## src/rtl/membus_pkg.sv

```systemverilog
// Package: shared types for the asynchronous memory bus front end.
// Assumes all pin strobes are active low.
package membus_pkg;

    typedef struct packed {
        logic ce_n;
        logic we_n;
        logic oe_n;
        logic pd_n;
    } strobe_t;

    localparam int STROBE_W = $bits(strobe_t);

    // Idle pin state used for reset: strobes released, power-down asserted.
    localparam strobe_t STROBE_IDLE = '{ce_n: 1'b1, we_n: 1'b1, oe_n: 1'b1, pd_n: 1'b0};

endpackage

```

## src/rtl/membus_sync.sv

```systemverilog
// Module: membus_sync
// A chain of STAGES flops per bit, used both as a metastability synchroniser
// for the strobes and as a matching delay line for the buses.
// Assumes STAGES >= 2. Reset is synchronous, active low, and loads RST_VAL.
module membus_sync #(
    parameter int              W       = 4,
    parameter int              STAGES  = 2,
    parameter logic [W-1:0]    RST_VAL = '0
) (
    input  logic         clk,
    input  logic         rst_n,
    input  logic [W-1:0] d,
    output logic [W-1:0] q
);

    logic [W-1:0] chain [STAGES];

    generate
        for (genvar s = 0; s < STAGES; s++) begin : g_stage
            if (s == 0) begin : g_first
                // First stage: sample the asynchronous input.
                always_ff @(posedge clk) begin
                    if (!rst_n) chain[0] <= RST_VAL;
                    else        chain[0] <= d;
                end
            end else begin : g_next
                // Later stages: pass the previous stage along.
                always_ff @(posedge clk) begin
                    if (!rst_n) chain[s] <= RST_VAL;
                    else        chain[s] <= chain[s-1];
                end
            end
        end
    endgenerate

    assign q = chain[STAGES-1];

endmodule

```

## src/rtl/membus_write_latch.sv

```systemverilog
// Module: membus_write_latch
// Tracks write cycles on the synchronised strobes. It holds the address at the
// later falling strobe and takes the data at the earlier rising strobe, then
// emits one write event. Assumes the bus inputs are delayed to match the strobes.
module membus_write_latch
    import membus_pkg::*;
#(
    parameter int AW = 16,
    parameter int DW = 16
) (
    input  logic          clk,
    input  logic          rst_n,
    input  strobe_t       strb,
    input  logic [AW-1:0] addr_s,
    input  logic [DW-1:0] data_s,
    output logic [AW-1:0] addr_lat,
    output logic [DW-1:0] data_lat,
    output logic          wr_pulse
);

    logic          wr_active;
    logic          strobe_rise;
    logic          active_p;
    logic [AW-1:0] addr_hold;
    logic [DW-1:0] data_p;

    // Decode the write condition and the legal ways of ending it.
    always_comb begin
        wr_active   = !strb.ce_n && !strb.we_n && strb.oe_n;
        strobe_rise = strb.ce_n || strb.we_n;
    end

    // Keep the data sample aligned with the previous strobe sample.
    always_ff @(posedge clk) begin
        if (!rst_n) data_p <= '0;
        else        data_p <= data_s;
    end

    // Write cycle tracking, address hold and data capture.
    always_ff @(posedge clk) begin
        if (!rst_n || !strb.pd_n) begin
            active_p  <= 1'b0;
            addr_hold <= '0;
            addr_lat  <= '0;
            data_lat  <= '0;
            wr_pulse  <= 1'b0;
        end else begin
            active_p <= wr_active;
            wr_pulse <= 1'b0;
            if (wr_active && !active_p) begin
                addr_hold <= addr_s;
            end
            if (active_p && !wr_active && strobe_rise) begin
                wr_pulse <= 1'b1;
                addr_lat <= addr_hold;
                data_lat <= data_p;
            end
        end
    end

    // a write event never lasts longer than one cycle.
    a_r5_one_wide: assert property (@(posedge clk) disable iff (!rst_n)
        wr_pulse |=> !wr_pulse);

    // latched outputs move only together with a write event.
    a_r5_hold_between: assert property (@(posedge clk) disable iff (!rst_n)
        (!wr_pulse && $past(strb.pd_n)) |-> ($stable(addr_lat) && $stable(data_lat)));

    // a write event follows a cycle in which a write was in progress.
    a_r4_after_active: assert property (@(posedge clk) disable iff (!rst_n)
        wr_pulse |-> $past(active_p));

    // power-down clears the latched values and suppresses events.
    a_r9_pd_clears: assert property (@(posedge clk) disable iff (!rst_n)
        !strb.pd_n |=> (addr_lat == '0 && data_lat == '0 && !wr_pulse));

endmodule

```

## src/rtl/membus_out_ctrl.sv

```systemverilog
// Module: membus_out_ctrl
// Decides when the data pads may be driven and when the part is in standby.
// Assumes synchronised strobes. ctrl_busy already belongs to the core domain.
module membus_out_ctrl
    import membus_pkg::*;
(
    input  logic    clk,
    input  logic    rst_n,
    input  strobe_t strb,
    input  logic    ctrl_busy,
    output logic    dq_oe,
    output logic    standby
);

    // Register the pad enable and the standby flag.
    always_ff @(posedge clk) begin
        if (!rst_n) begin
            dq_oe   <= 1'b0;
            standby <= 1'b0;
        end else begin
            dq_oe   <= strb.pd_n && !strb.ce_n && !strb.oe_n && strb.we_n;
            standby <= strb.ce_n && !ctrl_busy;
        end
    end

    // the pads float when the chip was deselected.
    a_r7_float_deselected: assert property (@(posedge clk) disable iff (!rst_n)
        dq_oe |-> !$past(strb.ce_n) && $past(strb.pd_n));

    // standby never coincides with a busy controller.
    a_r8_idle_only: assert property (@(posedge clk) disable iff (!rst_n)
        standby |-> !$past(ctrl_busy) && $past(strb.ce_n));

endmodule

```

## src/rtl/membus_if.sv

```systemverilog
// Module: membus_if (top)
// Synchronises the asynchronous memory bus strobes and buses, and feeds the
// write latch and the output control. Assumes the bus pins are stable around
// strobe edges for at least one core clock.
module membus_if
    import membus_pkg::*;
#(
    parameter int AW          = 16,
    parameter int DW          = 16,
    parameter int SYNC_STAGES = 2
) (
    input  logic          clk,
    input  logic          rst_n,
    input  logic          pd_n,
    input  logic          ce_n,
    input  logic          we_n,
    input  logic          oe_n,
    input  logic          ctrl_busy,
    input  logic [AW-1:0] addr_in,
    input  logic [DW-1:0] data_in,
    output logic [AW-1:0] addr_lat,
    output logic [DW-1:0] data_lat,
    output logic          wr_pulse,
    output logic          dq_oe,
    output logic          standby
);

    localparam int BUS_W = AW + DW;

    strobe_t          strb_raw;
    strobe_t          strb_s;
    logic [BUS_W-1:0] bus_raw;
    logic [BUS_W-1:0] bus_s;

    // Gather the pin strobes and the buses into vectors.
    always_comb begin
        strb_raw = '{ce_n: ce_n, we_n: we_n, oe_n: oe_n, pd_n: pd_n};
        bus_raw  = {addr_in, data_in};
    end

    membus_sync #(
        .W       (STROBE_W),
        .STAGES  (SYNC_STAGES),
        .RST_VAL (STROBE_IDLE)
    ) u_strb_sync (
        .clk   (clk),
        .rst_n (rst_n),
        .d     (strb_raw),
        .q     (strb_s)
    );

    membus_sync #(
        .W       (BUS_W),
        .STAGES  (SYNC_STAGES),
        .RST_VAL ('0)
    ) u_bus_delay (
        .clk   (clk),
        .rst_n (rst_n),
        .d     (bus_raw),
        .q     (bus_s)
    );

    membus_write_latch #(
        .AW (AW),
        .DW (DW)
    ) u_wlatch (
        .clk      (clk),
        .rst_n    (rst_n),
        .strb     (strb_s),
        .addr_s   (bus_s[BUS_W-1:DW]),
        .data_s   (bus_s[DW-1:0]),
        .addr_lat (addr_lat),
        .data_lat (data_lat),
        .wr_pulse (wr_pulse)
    );

    membus_out_ctrl u_outctl (
        .clk       (clk),
        .rst_n     (rst_n),
        .strb      (strb_s),
        .ctrl_busy (ctrl_busy),
        .dq_oe     (dq_oe),
        .standby   (standby)
    );

    // the core reset leaves the pads undriven.
    a_r1_reset_quiet: assert property (@(posedge clk)
        !rst_n |=> (!dq_oe && !wr_pulse && !standby));

endmodule

```

## config.mk

```make
export PLATFORM = sky130hd
export DESIGN_NAME = membus_if
export DESIGN_NICKNAME = d
export VERILOG_FILES = /design/src/rtl/membus_pkg.sv /design/src/rtl/membus_sync.sv /design/src/rtl/membus_write_latch.sv /design/src/rtl/membus_out_ctrl.sv /design/src/rtl/membus_if.sv
export SDC_FILE = /design/constraint.sdc
export NUM_CORES = 1
export LEC_CHECK = 0
export CAP_MARGIN = 20
export CORE_AREA = 2 2 97 169
export CTS_BUF_LIST = sky130_fd_sc_hd__clkbuf_4
export DETAILED_ROUTE_END_ITERATION = 7
export DIE_AREA = 0 0 99 171
export GPL_TIMING_DRIVEN = 1
export RECOVER_POWER = 100
export SLEW_MARGIN = 10
export SYNTH_ARGS = -nofsm -noshare
export SYNTH_HDL_FRONTEND = slang
export SYNTH_HIERARCHICAL = 1
export SYNTH_SLANG_ARGS = --single-unit
export TNS_END_PERCENT = 50
```

## constraint.sdc

```tcl
create_clock -name clk -period 1.6 [get_ports clk]
set_input_delay 0.4 -clock clk [delete_from_list [all_inputs] [get_ports clk]]
set_output_delay 0.4 -clock clk [all_outputs]
set_load 0.1 [all_outputs]
```

### Yosys cells after proc, flatten, opt, wreduce, memory -nomap -nowiden

Memory sizes are Yosys's and may differ from the RTL's.
Cells that the tools add are included.

| storage, ports and cells | value |
|---|---|
| flip-flop bits (word level) | 68 |
| bits in latches | 0 |
| bits in writable memories | 72 |
| ROM bits | 0 |
| bits of input ports | 39 |
| output and inout port bits | 35 |
| word-level logic and storage cells | 40 |
| memories kept | 2 |

Memory list:

| memory | depth | width | read ports | clocked after Yosys merged registers in | wr ports | line | text |
|---|---|---|---|---|---|---|---|
| u_bus_delay.chain | 2 | 32 | 2 | 0 | 2 | membus_sync.sv:16 | `logic [W-1:0] chain [STAGES];` |
| u_strb_sync.chain | 2 | 4 | 2 | 0 | 2 | membus_sync.sv:16 |  |

| operators by class | value |
|---|---|
| $add $sub $neg | 0 |
| multipliers | 0 |
| divide/modulo/power cells | 0 |
| magnitude comparators | 0 |
| eq/ne operators | 0 |
| shift-type cells | 0 |
| multiplexer cells | 7 |
| bitwise logic cells | 4 |
| reduce and logical (&&, ||, !) cells | 19 |

Operator list:

| kind | count |
|---|---|
| $mux 32 | 2 |
| $logic_and 1x1->1 | 9 |
| $logic_not 1->1 | 8 |
| $mux 4 | 2 |
| $or 1x1->1 | 4 |
| $mux 1 | 3 |
| $logic_or 1x1->1 | 2 |

### Depth between registers and ports, before layout

| depth | value |
|---|---|
| word-level depth | 7 |
| depth in mapped cells | 5 |
| depth with buffers taken out | 2 |

### By module

Netlist, hierarchy kept.

By module, submodules not included:

| module | instances | cells an instance | area an instance (µm²) | sequential area each (µm²) |
|---|---|---|---|---|
| membus_write_latch | 1 | 241 | 2,501.1 | 1,321.3 |
| membus_sync at u_bus_delay | 1 | 134 | 1,791.7 | 1,281.2 |
| membus_sync at u_strb_sync | 1 | 16 | 210.2 | 160.2 |
| membus_out_ctrl | 1 | 5 | 61.3 | 40.0 |

### Worst setup path after synthesis

Ideal clock, no wire load.

| timing | value |
|---|---|
| kind | register -> output |
| start | register u_wlatch.addr_lat[0] |
| end | output port addr_lat[0] |
| arrival time | 924 ps |
| required time | 1,200 ps |
| setup slack | 276 ps |
| cell stages (with the launch flop) | 1 |
| buffers on the path | 0 |
| cells stage by stage | dfxtp_1 |

RTL lines:

| item | line | text |
|---|---|---|
| start, declared | membus_write_latch.sv:16 | `output logic [AW-1:0] addr_lat,` |
| start signal, assigned | membus_write_latch.sv:55 | `addr_lat <= addr_hold;` |
| end, declared | membus_if.sv:21 | `output logic [AW-1:0] addr_lat,` |

No word-level cell between the ends.

### Worst setup path in the final report

| timing | value |
|---|---|
| start | register u_wlatch.addr_lat[15] |
| end | output port addr_lat[15] |

No word-level cell between the ends.

==> impl_metrics.ini <==
[die]
die-area_um2 = 16900
rows = 61
die_y_um = 171
io_pins = 74
die_x_um = 99
core_area_um2 = 15600
start_util_pct = 29.2

[status]
status = completed

[setup_path]
cp_slowest_cell = dfxtp_1
cp_max_fo = 2
cp_data_required_time_ns = 1.20
crit_path_start_kind = flop
cp_top_family = flip-flops
path_cells = buf_12
max_stage_delay_ns = 0.41
rr_startpoint = u_strb_sync/chain[1][3]$_SDFF_PN1_
critPathKind = flop to output pin
cp.arrival_ns = 1.11
path_buf_inv = 1
worstSetupStartpoint = u_wlatch/addr_lat[15]$_SDFFE_PP0P_
setup.worst_path.end_class = output pin

[synthesis]
postSynthAreaPerCell_um2 = 11.5
synth_top_family_by_area = simple AND/OR/NAND/NOR gates
synth_xor_area_share_pct = 0
synth.top_cell.area_share_pct = 61.4
synthFlopType = dfxtp_1
synth_mux_area_share_pct = 10.5
synth_area_leaders = dfxtp_1 61%, mux2i_1 11%, and2_2 11%, nand3_1 8.8%, and2_1 2.5%
synth.most_common_cell = dfxtp_1
synth_edf_count = 0
yosys.area_share.simple_pct = 23.8
synth_compound_area_share_pct = 0.164
synth.distinct_cells = 20
synth_fa_ha_area_share_pct = 0
synth_commonest_cells = 140 x dfxtp_1, 80 x nand3_1, 64 x and2_2, 48 x mux2i_1, 18 x and2_1
synth_nets = 435
syn_area_um2 = 4560
synth_warnings = 6
ys_ff_latch = 140
async_flop_share_pct = 0
netlist_instances = 396
yosys.area.top_type = dfxtp_1
ys_seq_area_share_pct = 61.4

[worst_hold_path]
worstHoldPathType = flop to flop
min-delay-start = u_strb_sync/chain[0][3]$_SDFF_PN1_

[global_routing]
grt_pass1_vias = 2815
antenna_found_initial = 1
overflow = 0
grt_pass1_wl_mm = 13.0
grt_max_degree = 62
grtUsageTotal_pct = 9.77

[clock_tree]
clock_latency_ns = 0.51
ctsResizeCount = 2
clkTransAtPathRegs_ns = 0.12
cts_buffer_depth = 2
cts_made_buffers = 17
cts_setup_buffers = 0
tritoncts = yes
htree_levels = 4
cts-hold-fix-buffers = 0
cts.sinks = 140
root_buffer = clkbuf_4

[timing]
fin_crit_sh_pct = 94.3
worstMarginPinSlew_ns = 0.601
period_minus_slack_ns = 1.51
drv_slew = 0
setup_viol = 0
setup_tns_ns = 0
finalHoldViolations = 0
slew_headroom_pct = 59.9
skew_ns = 0.0225
timing.fmax_ghz = 0.663
rsz0062_at_grt = no
hold_ws_ns = 0.410

[routing]
vias = 2793
ant_nets = 0
drtIter0Drc = 100
drcViolationCount = 0
wirelength_mm = 7.90
firstDrtPassIters = 4
routed_via_density = 4.19
wl_per_cell_um = 11.9

[finish]
fin_area_um2 = 6000
nNetsFinal = 503
fill_cells = 1499
utilization_pct = 38.4
final_layout_size_suffix_gt1_share_pct = 32.5
multi_input_area_um2 = 1580
area_delta_synth_final_pct = 31.5
seq_area_um2 = 2820
final_cells = 667

[placement]
hpwl_mm = 5.55
dpl_cell_area_um2 = 5840
port_buffers = 73
gp_congestion = 0.650
placed_cells = 634

[run]
cap_violations = 0

[power_and_ir_drop]
p_per_area_nw_per_um2 = 1090
irDropWorstVdd_v = 0.000672
leakagePower_uw = 0.00221
==> state kept, by name (all words and copies together), names as in the netlist <==
signal / cells
u_wlatch/data_lat: 16
u_wlatch/wr_pulse: 1
u_outctl/dq_oe: 1
u_wlatch/data_p: 16
u_wlatch/addr_hold: 16
u_wlatch/active_p: 1
u_strb_sync/chain: 8
u_wlatch/addr_lat: 16
u_bus_delay/chain: 64
u_outctl/standby: 1
==> logic make-up after synthesis <==
logic type | after synthesis
compound gates | 1
flops | 140
mux | 48
buf+inv | 32
simple gates | 175
==> area by class of cell <==
class / instances / area share, %
Clock buffer: 17 / 2.13
Multi-Input combinational cell: 224 / 26.4
Tap cell: 189 / 3.94
Timing Repair Buffer: 81 / 16.6
Clock inverter: 15 / 3.94
Antenna cell: 1 / 0.0417
Sequential cell: 140 / 47.0
==> worst paths after layout <==
check | end | slack, ns | depth (start not counted)
worst max-delay path | addr_lat[15] | 0.09 | 1
worst min register to register | u_strb_sync/chain[1][3]$_SDFF_PN1_ | 0.41 | 1
worst min-delay path | u_strb_sync/chain[1][3]$_SDFF_PN1_ | 0.41 | 1
worst max register to register | u_wlatch/data_lat[3]$_SDFFE_PP0P_ | 0.15 | 3
==> power by group <==
part | switching [uW] | internal (uW)
Clock | 1240 | 1430
Combinational | 116 | 165
Sequential | 30.8 | 3580
Total | 1380 | 5170
==> through the flow <==
stage	power, uW	setup slack [ns]
after floorplan	3840	0.276
after global placement	3980	0.328
after detailed placement	3990	0.255
after CTS	6670	0.000672
after global routing	6850	0.000262
final	6560	0.0912
==> cells in the final DEF, fill, tap and decap left out, types with 2 or more instances in the layout <==
master           count
bufinv_16            5
buf_6               12
and2_2              64
mux2i_1             48
nand3_1             80
dfxtp_2             14
inv_6                3
clkdlybuf4s50_1     34
buf_8               16
and2_1               9
clkinv_4             6
dfxtp_1            126
clkbuf_2             2
dlygate4sd3_1        3
buf_12              11
nand2b_1             6
clkbuf_4            18
and2_0               9
==> per-layer routing <==
metal	track usage [%]	vias to the layer above	part of all wire, %
met5	0	-	0
met4	5.54	0	1.7
met3	2.86	7	3.4
met2	16.6	51	53
met1	10.8	1272	42
li1	-	1463	-
Power figures use the tool's default switching activity.
